## config.mk

```make
export PLATFORM = sky130hd
export DESIGN_NAME = pad_rst_ctrl
export DESIGN_NICKNAME = d
export VERILOG_FILES = /design/src/rtl/pad_rst_pkg.sv /design/src/rtl/pad_rst_seq.sv /design/src/rtl/pad_rst_regs.sv /design/src/rtl/pad_rst_strap.sv /design/src/rtl/pad_rst_lane.sv /design/src/rtl/pad_rst_ctrl.sv
export SDC_FILE = /design/constraint.sdc
export NUM_CORES = 1
export LEC_CHECK = 0
export BUFFER_PORTS_ARGS = -buffer_cell sky130_fd_sc_hd__buf_2
export CAP_MARGIN = 20
export CORE_MARGIN = 2
export CORE_UTILIZATION = 55
export CTS_CLUSTER_DIAMETER = 120
export DETAILED_ROUTE_END_ITERATION = 6
export PLACE_DENSITY = 0.85
export SLEW_MARGIN = 25
export SYNTH_ARGS = -nofsm -noshare
export SYNTH_HDL_FRONTEND = slang
export SYNTH_SLANG_ARGS = --single-unit
```

## constraint.sdc

```tcl
create_clock -name clk -period 3.8 [get_ports clk]
set_clock_uncertainty 0.2 [all_clocks]
set_input_delay 0.57 -clock clk [delete_from_list [all_inputs] [get_ports clk]]
set_output_delay 0.57 -clock clk [all_outputs]
set_load 0.005 [all_outputs]
```

## src/rtl/pad_rst_pkg.sv

```systemverilog
`timescale 1ns/1ps
package pad_rst_pkg;

    // Per-pad behaviour class, fixed by wiring
    typedef enum logic [2:0] {
        GRP_DFLT  = 3'd0,   // default peripheral, also during reset
        GRP_BOOT  = 3'd1,   // strap pad, floats during reset
        GRP_PWDN  = 3'd2,   // powered down until power + mux set
        GRP_ZLO   = 3'd3,   // floats, then drives 0
        GRP_ZHI   = 3'd4,   // floats, then drives 1
        GRP_ZINV  = 3'd5,   // floats, then filler pattern
        GRP_ZHOLD = 3'd6,   // floats until enabled
        GRP_RSVD  = 3'd7    // handled like GRP_ZHOLD
    } pad_grp_e;

    typedef enum logic [1:0] {
        ST_RST  = 2'd0,
        ST_HOLD = 2'd1,
        ST_REL  = 2'd2,
        ST_RUN  = 2'd3
    } seq_st_e;

    localparam logic [1:0] SEL_MUX = 2'd0;
    localparam logic [1:0] SEL_PWR = 2'd1;
    localparam logic [1:0] SEL_EN  = 2'd2;

endpackage

```

## src/rtl/pad_rst_seq.sv

```systemverilog
`timescale 1ns/1ps
module pad_rst_seq
    import pad_rst_pkg::*;
#(
    parameter int HOLD_CYC = 8
) (
    input  logic clk,
    input  logic rst_n,
    output logic rstout_n,
    output logic cap_en
);

    localparam int CNT_W = $clog2(HOLD_CYC + 1);
    localparam logic [CNT_W-1:0] CNT_LAST = CNT_W'(HOLD_CYC - 1);

    seq_st_e          st, st_nx;
    logic [CNT_W-1:0] cnt, cnt_nx;

    // state register
    always_ff @(posedge clk or negedge rst_n) begin
        if (!rst_n) begin
            st  <= ST_RST;
            cnt <= '0;
        end else begin
            st  <= st_nx;
            cnt <= cnt_nx;
        end
    end

    // transitions
    always_comb begin
        st_nx  = st;
        cnt_nx = cnt;
        unique case (st)
            ST_RST: begin
                st_nx  = ST_HOLD;
                cnt_nx = '0;
            end
            ST_HOLD: begin
                if (cnt == CNT_LAST) begin
                    st_nx = ST_REL;
                end else begin
                    cnt_nx = cnt + CNT_W'(1);
                end
            end
            ST_REL:  st_nx = ST_RUN;
            ST_RUN:  st_nx = ST_RUN;
        endcase
    end

    // outputs
    always_comb begin
        rstout_n = 1'b0;
        cap_en   = 1'b0;
        unique case (st)
            ST_RST, ST_HOLD: rstout_n = 1'b0;
            ST_REL: begin
                rstout_n = 1'b1;
                cap_en   = 1'b1;
            end
            ST_RUN:  rstout_n = 1'b1;
        endcase
    end

    // capture state lasts exactly one cycle
    p_rel_one_cycle_r2: assert property (@(posedge clk) disable iff (!rst_n)
        (st == ST_REL) |=> (st == ST_RUN));

    // counter never runs past the hold window
    p_hold_bound_r2: assert property (@(posedge clk) disable iff (!rst_n)
        (st == ST_HOLD) |-> (cnt < CNT_W'(HOLD_CYC)));

    // once running, stays running until reset
    p_run_sticky_r2: assert property (@(posedge clk) disable iff (!rst_n)
        (st == ST_RUN) |=> (st == ST_RUN));

endmodule

```

## src/rtl/pad_rst_regs.sv

```systemverilog
`timescale 1ns/1ps
module pad_rst_regs
    import pad_rst_pkg::*;
#(
    parameter int NUM_PADS = 8
) (
    input  logic                clk,
    input  logic                rst_n,
    input  logic                wr_ok,
    input  logic                wr_en,
    input  logic [1:0]          wr_sel,
    input  logic [NUM_PADS-1:0] wr_data,
    output logic [NUM_PADS-1:0] mux_sel,
    output logic [NUM_PADS-1:0] pwr_on,
    output logic [NUM_PADS-1:0] periph_en
);

    logic do_wr;
    assign do_wr = wr_en && wr_ok;

    always_ff @(posedge clk or negedge rst_n) begin
        if (!rst_n) begin
            mux_sel   <= '0;
            pwr_on    <= '0;
            periph_en <= '0;
        end else if (do_wr) begin
            unique case (wr_sel)
                SEL_MUX: mux_sel   <= wr_data;
                SEL_PWR: pwr_on    <= wr_data;
                SEL_EN:  periph_en <= wr_data;
                default: ;
            endcase
        end
    end

    // nothing is written while reset-out is low
    p_wr_blocked_r11: assert property (@(posedge clk) disable iff (!rst_n)
        !wr_ok |=> $stable({mux_sel, pwr_on, periph_en}));

endmodule

```

## src/rtl/pad_rst_strap.sv

```systemverilog
`timescale 1ns/1ps
module pad_rst_strap #(
    parameter int NUM_PADS = 8
) (
    input  logic                clk,
    input  logic                rst_n,
    input  logic                cap_en,
    input  logic [NUM_PADS-1:0] pad_in,
    input  logic [NUM_PADS-1:0] boot_mask,
    output logic [NUM_PADS-1:0] cfg_word
);

    logic [NUM_PADS-1:0] sync_a, sync_b;

    // two-stage synchronizer on raw pad levels
    always_ff @(posedge clk or negedge rst_n) begin
        if (!rst_n) begin
            sync_a <= '0;
            sync_b <= '0;
        end else begin
            sync_a <= pad_in;
            sync_b <= sync_a;
        end
    end

    always_ff @(posedge clk or negedge rst_n) begin
        if (!rst_n) begin
            cfg_word <= '0;
        end else if (cap_en) begin
            cfg_word <= sync_b & boot_mask;
        end
    end

    // word only moves on the capture cycle
    p_cfg_hold_r6: assert property (@(posedge clk) disable iff (!rst_n)
        !cap_en |=> $stable(cfg_word));

endmodule

```

## src/rtl/pad_rst_lane.sv

```systemverilog
`timescale 1ns/1ps
module pad_rst_lane
    import pad_rst_pkg::*;
#(
    parameter int IDX = 0
) (
    input  pad_grp_e grp,
    input  logic     rel,
    input  logic     ms,
    input  logic     pw,
    input  logic     en,
    input  logic     doe,
    input  logic     dout,
    input  logic     aoe,
    input  logic     aout,
    output logic     oe,
    output logic     out
);

    localparam logic FILL_BIT = ((IDX % 2) == 1);

    logic sel_oe, sel_val;
    logic drv_oe, drv_val;

    always_comb begin
        sel_oe  = ms ? aoe  : doe;
        sel_val = ms ? aout : dout;
        drv_oe  = 1'b0;
        drv_val = 1'b0;
        unique case (grp)
            GRP_DFLT: begin
                drv_oe  = rel ? sel_oe  : doe;
                drv_val = rel ? sel_val : dout;
            end
            GRP_BOOT: begin
                if (rel) begin
                    drv_oe  = sel_oe;
                    drv_val = sel_val;
                end
            end
            GRP_PWDN: begin
                if (rel && pw && ms) begin
                    drv_oe  = aoe;
                    drv_val = aout;
                end
            end
            GRP_ZLO, GRP_ZHI, GRP_ZINV: begin
                if (rel && en) begin
                    drv_oe  = sel_oe;
                    drv_val = sel_val;
                end else if (rel) begin
                    drv_oe  = 1'b1;
                    drv_val = (grp == GRP_ZHI) ? 1'b1
                            : (grp == GRP_ZINV) ? FILL_BIT : 1'b0;
                end
            end
            GRP_ZHOLD, GRP_RSVD: begin
                if (rel && en) begin
                    drv_oe  = sel_oe;
                    drv_val = sel_val;
                end
            end
        endcase
        oe  = drv_oe;
        out = drv_oe & drv_val;
    end

endmodule

```

## src/rtl/pad_rst_ctrl.sv

```systemverilog
`timescale 1ns/1ps
module pad_rst_ctrl
    import pad_rst_pkg::*;
#(
    parameter int NUM_PADS = 8,
    parameter int NUM_SRC  = 3,
    parameter int HOLD_CYC = 8
) (
    input  logic                  clk,
    input  logic [NUM_SRC-1:0]    rst_src_n,
    input  logic [3*NUM_PADS-1:0] pad_group,
    input  logic [NUM_PADS-1:0]   pad_in,
    input  logic [NUM_PADS-1:0]   dflt_oe,
    input  logic [NUM_PADS-1:0]   dflt_out,
    input  logic [NUM_PADS-1:0]   alt_oe,
    input  logic [NUM_PADS-1:0]   alt_out,
    input  logic                  wr_en,
    input  logic [1:0]            wr_sel,
    input  logic [NUM_PADS-1:0]   wr_data,
    output logic [NUM_PADS-1:0]   pad_oe,
    output logic [NUM_PADS-1:0]   pad_out,
    output logic [NUM_PADS-1:0]   cfg_word,
    output logic                  rstout_n
);

    // any source low forces reset; release goes through two flops
    logic src_all_n;
    logic rsync_a, rsync_b;
    logic core_rst_n;

    assign src_all_n = &rst_src_n;

    always_ff @(posedge clk or negedge src_all_n) begin
        if (!src_all_n) begin
            rsync_a <= 1'b0;
            rsync_b <= 1'b0;
        end else begin
            rsync_a <= 1'b1;
            rsync_b <= rsync_a;
        end
    end
    assign core_rst_n = rsync_b;

    logic cap_en;

    pad_rst_seq #(.HOLD_CYC(HOLD_CYC)) u_seq (
        .clk      (clk),
        .rst_n    (core_rst_n),
        .rstout_n (rstout_n),
        .cap_en   (cap_en)
    );

    logic [NUM_PADS-1:0] mux_sel, pwr_on, periph_en;

    pad_rst_regs #(.NUM_PADS(NUM_PADS)) u_regs (
        .clk       (clk),
        .rst_n     (core_rst_n),
        .wr_ok     (rstout_n),
        .wr_en     (wr_en),
        .wr_sel    (wr_sel),
        .wr_data   (wr_data),
        .mux_sel   (mux_sel),
        .pwr_on    (pwr_on),
        .periph_en (periph_en)
    );

    logic [NUM_PADS-1:0] boot_mask, dflt_mask, zlo_mask;

    for (genvar i = 0; i < NUM_PADS; i++) begin : g_lane
        pad_grp_e grp_i;
        assign grp_i        = pad_grp_e'(pad_group[3*i +: 3]);
        assign boot_mask[i] = (grp_i == GRP_BOOT);
        assign dflt_mask[i] = (grp_i == GRP_DFLT);
        assign zlo_mask[i]  = (grp_i == GRP_ZLO);

        pad_rst_lane #(.IDX(i)) u_lane (
            .grp  (grp_i),
            .rel  (rstout_n),
            .ms   (mux_sel[i]),
            .pw   (pwr_on[i]),
            .en   (periph_en[i]),
            .doe  (dflt_oe[i]),
            .dout (dflt_out[i]),
            .aoe  (alt_oe[i]),
            .aout (alt_out[i]),
            .oe   (pad_oe[i]),
            .out  (pad_out[i])
        );
    end

    pad_rst_strap #(.NUM_PADS(NUM_PADS)) u_strap (
        .clk       (clk),
        .rst_n     (core_rst_n),
        .cap_en    (cap_en),
        .pad_in    (pad_in),
        .boot_mask (boot_mask),
        .cfg_word  (cfg_word)
    );

    // strap pads float for the whole reset-out phase
    p_boot_float_r4: assert property (@(posedge clk) disable iff (!core_rst_n)
        !rstout_n |-> ((pad_oe & boot_mask) == '0));

    // default pads track the default request during reset-out
    p_dflt_track_r3: assert property (@(posedge clk) disable iff (!core_rst_n)
        !rstout_n |-> ((pad_oe & dflt_mask) == (dflt_oe & dflt_mask)));

    // drive-low pads hold 0 until their peripheral is enabled
    p_zlow_hold_r8: assert property (@(posedge clk) disable iff (!core_rst_n)
        rstout_n |-> (((pad_oe & zlo_mask & ~periph_en) == (zlo_mask & ~periph_en))
                   && ((pad_out & zlo_mask & ~periph_en) == '0)));

endmodule

```

; ---- Yosys cells after proc, flatten, opt, wreduce, memory -nomap -nowiden
; Cells that the tools add are included.
[word_totals]
wordCells = 282
reg_bits = 56
[op_classes]
add_sub_neg = 1
bitwise_logic = 9
eq_ne = 64
n_mux = 139
n_reduce_logical = 59
[op_table]
columns = cell, count
row1 = $mux 1, 118
row2 = $eq 3x3->1 const B, 32
row3 = $pmux 1 s5, 16
row4 = $eq 3x2->1 const B, 16
row5 = $logic_and 1x1->1, 25
row6 = $eq 3x1->1 const B, 8
row7 = $logic_not 3->1, 8
row8 = $reduce_or 3->1, 8
row9 = $reduce_or 2->1, 10
row10 = $and 1x1->1, 8
row11 = $and 8x8->8, 1
row12 = $pmux 4 s2, 1
row13 = $reduce_and 2->1, 4
row14 = $eq 2x2->1 const B, 3
row15 = $pmux 2 s3, 1
row16 = $add 4x1->4 const B, 1
row17 = $eq 2x1->1 const B, 2
row18 = $eq 4x3->1 const B, 1
row19 = $logic_not 2->1, 2
row20 = $mux 4, 1
row21 = $reduce_and 3->1, 1
row22 = $mux 2, 1
row23 = $ne 2x1->1 const B, 1
row24 = $ne 2x2->1 const B, 1
row25 = 2 further kinds, 2

; ---- Logic depth before layout (Yosys ltp)
[logic_depth]
ltp_word = 8
mapped_depth = 7

; ---- Modules after synthesis
; From an unflattened synthesis, not the netlist that was laid out.
[hier_totals]
cells_unflattened = 390
area_unflattened_um2 = 3747.3
[by_module_without_submodules]
columns = mod, instances, seq_area_each_um2, area_per_inst_um2, cells_each
row1 = pad_rst_regs, 1, 600.6, 954.7, 52
row2 = pad_rst_lane (g_lane[0].u_lane ...), 4, 0.0, 217.7, 33
row3 = pad_rst_strap, 1, 600.6, 739.5, 49
row4 = pad_rst_lane (g_lane[1].u_lane ...), 4, 0.0, 176.4, 28
row5 = pad_rst_seq, 1, 150.1, 316.6, 33
row6 = pad_rst_ctrl, 1, 50.0, 160.2, 12

; ---- Worst setup path before layout
; No wires, ideal clock.
[synth_path]
kind = input to output
startpoint = in pad_group[7]
endpoint = out pad_out[2]
stages = 7
path_buffers = 2
setup_slack_ns = 1.461
arrival_ns = 1.569
cell_sequence = buf_2 -> nand2_1 -> a211oi_1 -> o21ai_1 -> a21boi_1 -> a311oi_2 -> buf_4
[synth_between]
elab_chain_cells = 6
word_cells_on_any_way = 16
cone_classes = eq/ne: 7 / mux: 5 / bitwise: 1 / reduce/logical: 3
[synth_rtl]
columns = element, line_no
row1 = "start, declared", pad_rst_ctrl.sv:11  ; input logic [3*NUM_PADS-1:0] pad_group,
row2 = $eq 3x3->1, "pad_rst_lane.sv:30, pad_rst_lane.sv:53"
row3 = $mux 1, pad_rst_lane.sv:53  ; drv_val = (grp == GRP_ZHI) ? 1'b1
row4 = $mux 1, pad_rst_lane.sv:51  ; end else if (rel) begin
row5 = $mux 1, pad_rst_lane.sv:48  ; if (rel && en) begin
row6 = $pmux 1 s5, pad_rst_lane.sv:30  ; unique case (grp)
row7 = $and 1x1->1 (*), pad_rst_lane.sv:65  ; out = drv_oe & drv_val;
row8 = "end, declared", pad_rst_ctrl.sv:21  ; output logic [NUM_PADS-1:0] pad_out,
; Mark *: on every way between the ends. The rest lies on a longest branch, timed or not.

; ---- Final worst setup path
[layout_path]
startpoint = reg u_seq.st[1]
endpoint = out pad_out[2]
[layout_between]
elab_chain_cells = 8
word_cells_on_any_way = 25
cone_classes = eq/ne: 3 / mux: 15 / bitwise: 1 / reduce/logical: 6
[layout_rtl]
columns = element, line_no
row1 = "start, declared", pad_rst_seq.sv:16  ; seq_st_e st, st_nx;
row2 = "start signal, assigned", pad_rst_seq.sv:25  ; st <= st_nx;
row3 = "$eq 2x2->1, or another cell as far along", pad_rst_seq.sv:55  ; unique case (st)
row4 = "$reduce_or 2->1, on equally long branches", --
row5 = $pmux 1 s2 (*), pad_rst_seq.sv:55
row6 = $logic_and 1x1->1 (2 in series), pad_rst_lane.sv:42  ; if (rel && pw && ms) begin
row7 = $mux 1, pad_rst_lane.sv:42
row8 = $pmux 1 s5, pad_rst_lane.sv:30
row9 = $and 1x1->1 (*), pad_rst_lane.sv:65
; Marks and branches as above.

==> results.json <==
{
  "status": "completed",
  "timing.final.crit_share_pct": 76.36,
  "synth_area_leader_cell": "dfrtp_1",
  "grt_pass1_wl_um": 11360,
  "finalWirelength_um": 7237,
  "path_class": "flop to output port",
  "synth-edff-count": 0,
  "hold_class": "flop to asynchronous set/reset pin",
  "cts_buffer_depth": 2,
  "cts_sinks": 56,
  "first_iter_violations": 171,
  "synth_cell_types": 54,
  "ys_seq_area_share_pct": 42.86,
  "worst_pin_slew_ps": 655.2,
  "grt_max_degree": 29,
  "pre_cts_ws_ps": 1265,
  "synth_seq_cells": 56,
  "cts_buffers": 5,
  "synthTopCellsByArea": "dfrtp_1, mux2_2, buf_4, nand2_1, mux2i_1",
  "hpwl_um": 5451,
  "avgSynthCellArea_um2": 9.616,
  "clk_pin_slew_ps": 100,
  "cts-htree-levels": 2,
  "wl_per_cell_um": 14.36,
  "clk_latency_ps": 310,
  "drc": 0,
  "critPathMaxFanout": 27,
  "finalCriticalPeriod_ps": 2902,
  "p_leak_nw": 1.841,
  "drv_cap": 0,
  "final_common_cell": "buf_2",
  "syn-num-nets": 420,
  "cp_data_required_time_ps": 3030,
  "die_height_um": 81.10,
  "setup_slack_ps": 898.4,
  "setup_viol": 0,
  "die_area_mm2": 0.006577,
  "tns_ps": 0,
  "drive_gt1_share_pct": 33.33,
  "cp_data_arrival_time_ps": 2130,
  "place_area_mm2": 0.003712,
  "powerDensity_mw_per_mm2": 377.1,
  "first_pass_iters": 4,
  "finalHoldViolCount": 0,
  "start_util_pct": 56.22,
  "synth_cells": 340,
  "yosysTopAreaCellShare_pct": 42.86,
  "n_antenna_cell": 0,
  "port_buffers": 103,
  "synth_ff_type": "dfrtp_1",
  "grt_overflow": 0,
  "crit_path_end_kind": "output port",
  "row_count": 28,
  "vias": 2905,
  "final_cell_mix": "buf_2, dfrtp_1, nand2_1",
  "yosysWarnings": 0,
  "drt.antenna.violating_nets": 0,
  "synth-async-reset-ratio_pct": 100.0,
  "fin_area_mm2": 0.003847,
  "dieWidth_um": 81.10,
  "relSlewSlack_pct": 56.32,
  "r2r_slack_ps": 1690,
  "core_mm2": 0.005816,
  "rsz0062_at_grt": "false",
  "finalMaxSlewViolations": 0,
  "root_buffer": "clkbuf_8",
  "grt_pass1_vias": 2652,
  "antenna_found_initial": 0,
  "fillers": 496,
  "vias_per_cell": 5.764,
  "syn_to_final_growth_pct": 17.68,
  "startpoint_type": "flop",
  "post_synth_instance_area_mm2": 0.003269,
  "cts_tree": "done",
  "postCtsSetupRepairBufs": 0,
  "irDropWorstVdd_v": 0.0002478,
  "grt_usage_pct": 22.25,
  "pin_count": 104,
  "gp_congestion": 0.8492,
  "final_nets": 508,
  "timing.fmax_mhz": 344.6
}
==> layout make-up <==
type	count	area [µm²]	share of cell area, %
clock inverter	3	46.29	1.203
timing repair buffer	107	550.5	14.31
inverter	13	48.80	1.268
clock buffer	5	68.82	1.789
sequential	56	1403	36.46
multi-input combinational	245	1637	42.54
tap	75	93.84	2.439
==> routing by layer <==
metal  GRT usage, %  routed length (µm)  vias to the layer above
li1               -                   -                     1420
met1          27.46                3170                     1374
met2          40.33                3535                      103
met3          3.000                 449                        8
met4          6.949                  82                        0
met5              0                   0                        -
==> repair_timing <==
item,4_1_cts,5_1_grt
hold endpoints to repair,2,0
resized for setup,0,0
hold buffers,2,0
==> per-stage QoR <==
stage	utilization, %	hold WS (ps)	total power [mW]	instances
floorplan	-	131.2	0.9805	340
global placement	63.83	73.42	1.058	494
detailed placement	63.83	79.46	1.074	494
CTS	66.16	88.62	1.461	504
global route	66.16	132.5	1.534	504
finish	66.16	64.58	1.451	504
==> final timing paths <==
path                                             to  cells past startpoint         startpoint
min in group clk                  u_strap.sync_b[7]                      0  u_strap.sync_a[7]
worst max register to register  u_strap.cfg_word[7]                      3        u_seq.st[1]
max in group asynchronous                core_rst_n                      4       rst_src_n[1]
worst max-delay path                     pad_out[2]                      6        u_seq.st[1]
worst min register to register  u_regs.periph_en[5]                      0         core_rst_n
worst min-delay path            u_regs.periph_en[5]                      0         core_rst_n
==> cell families (layout without fill, tap and decap cells) <==
kind of cell	after synthesis	after routing	synth area share (%)
flops	56	56	42.86
other cells	1	1	0.1147
mux	41	41	13.62
buf+inv	39	128	7.080
simple gates	109	109	16.84
compound gates	92	92	18.83
xor+xnor	1	1	0.2679
fa+ha+maj	1	1	0.3826
==> cells in the mapped netlist (all sizes together) (4+ instances only) <==
cell type	n
a21o	4
a21oi	17
a311oi	4
a31oi	5
a41oi	6
and3	13
buf	25
dfrtp	56
inv	13
mux2	28
mux2i	13
nand2	36
nand3	13
nand4	4
nor2	18
nor3	9
o21ai	29
o22ai	5
==> state kept, by name, indices dropped and copies added, names as in the netlist <==
name              cells
u_strap.sync_a        8
u_strap.cfg_word      8
core_rst_n            1
u_regs.periph_en      8
u_regs.pwr_on         8
u_seq.st              2
u_regs.mux_sel        8
u_seq.cnt             4
rsync_a               1
u_strap.sync_b        8
==> worst max-delay path, stage by stage (launching register included) <==
cell and delay (ps):
dfrtp_1 560, buf_4 360, o21ai_0 130, a311oi_1 270
a311oi_1 140, a311oi_2 220, buf_2 150
==> power breakdown <==
group / total, mW / switching, mW / leakage, nW / internal (mW)
Combinational: 0.344 / 0.156 / 1.12 / 0.187
Clock: 0.386 / 0.188 / 0.0548 / 0.199
Sequential: 0.720 / 0.0647 / 0.662 / 0.656
Total: 1.45 / 0.409 / 1.84 / 1.04
Note: power is estimated with default switching activity, not from simulation.
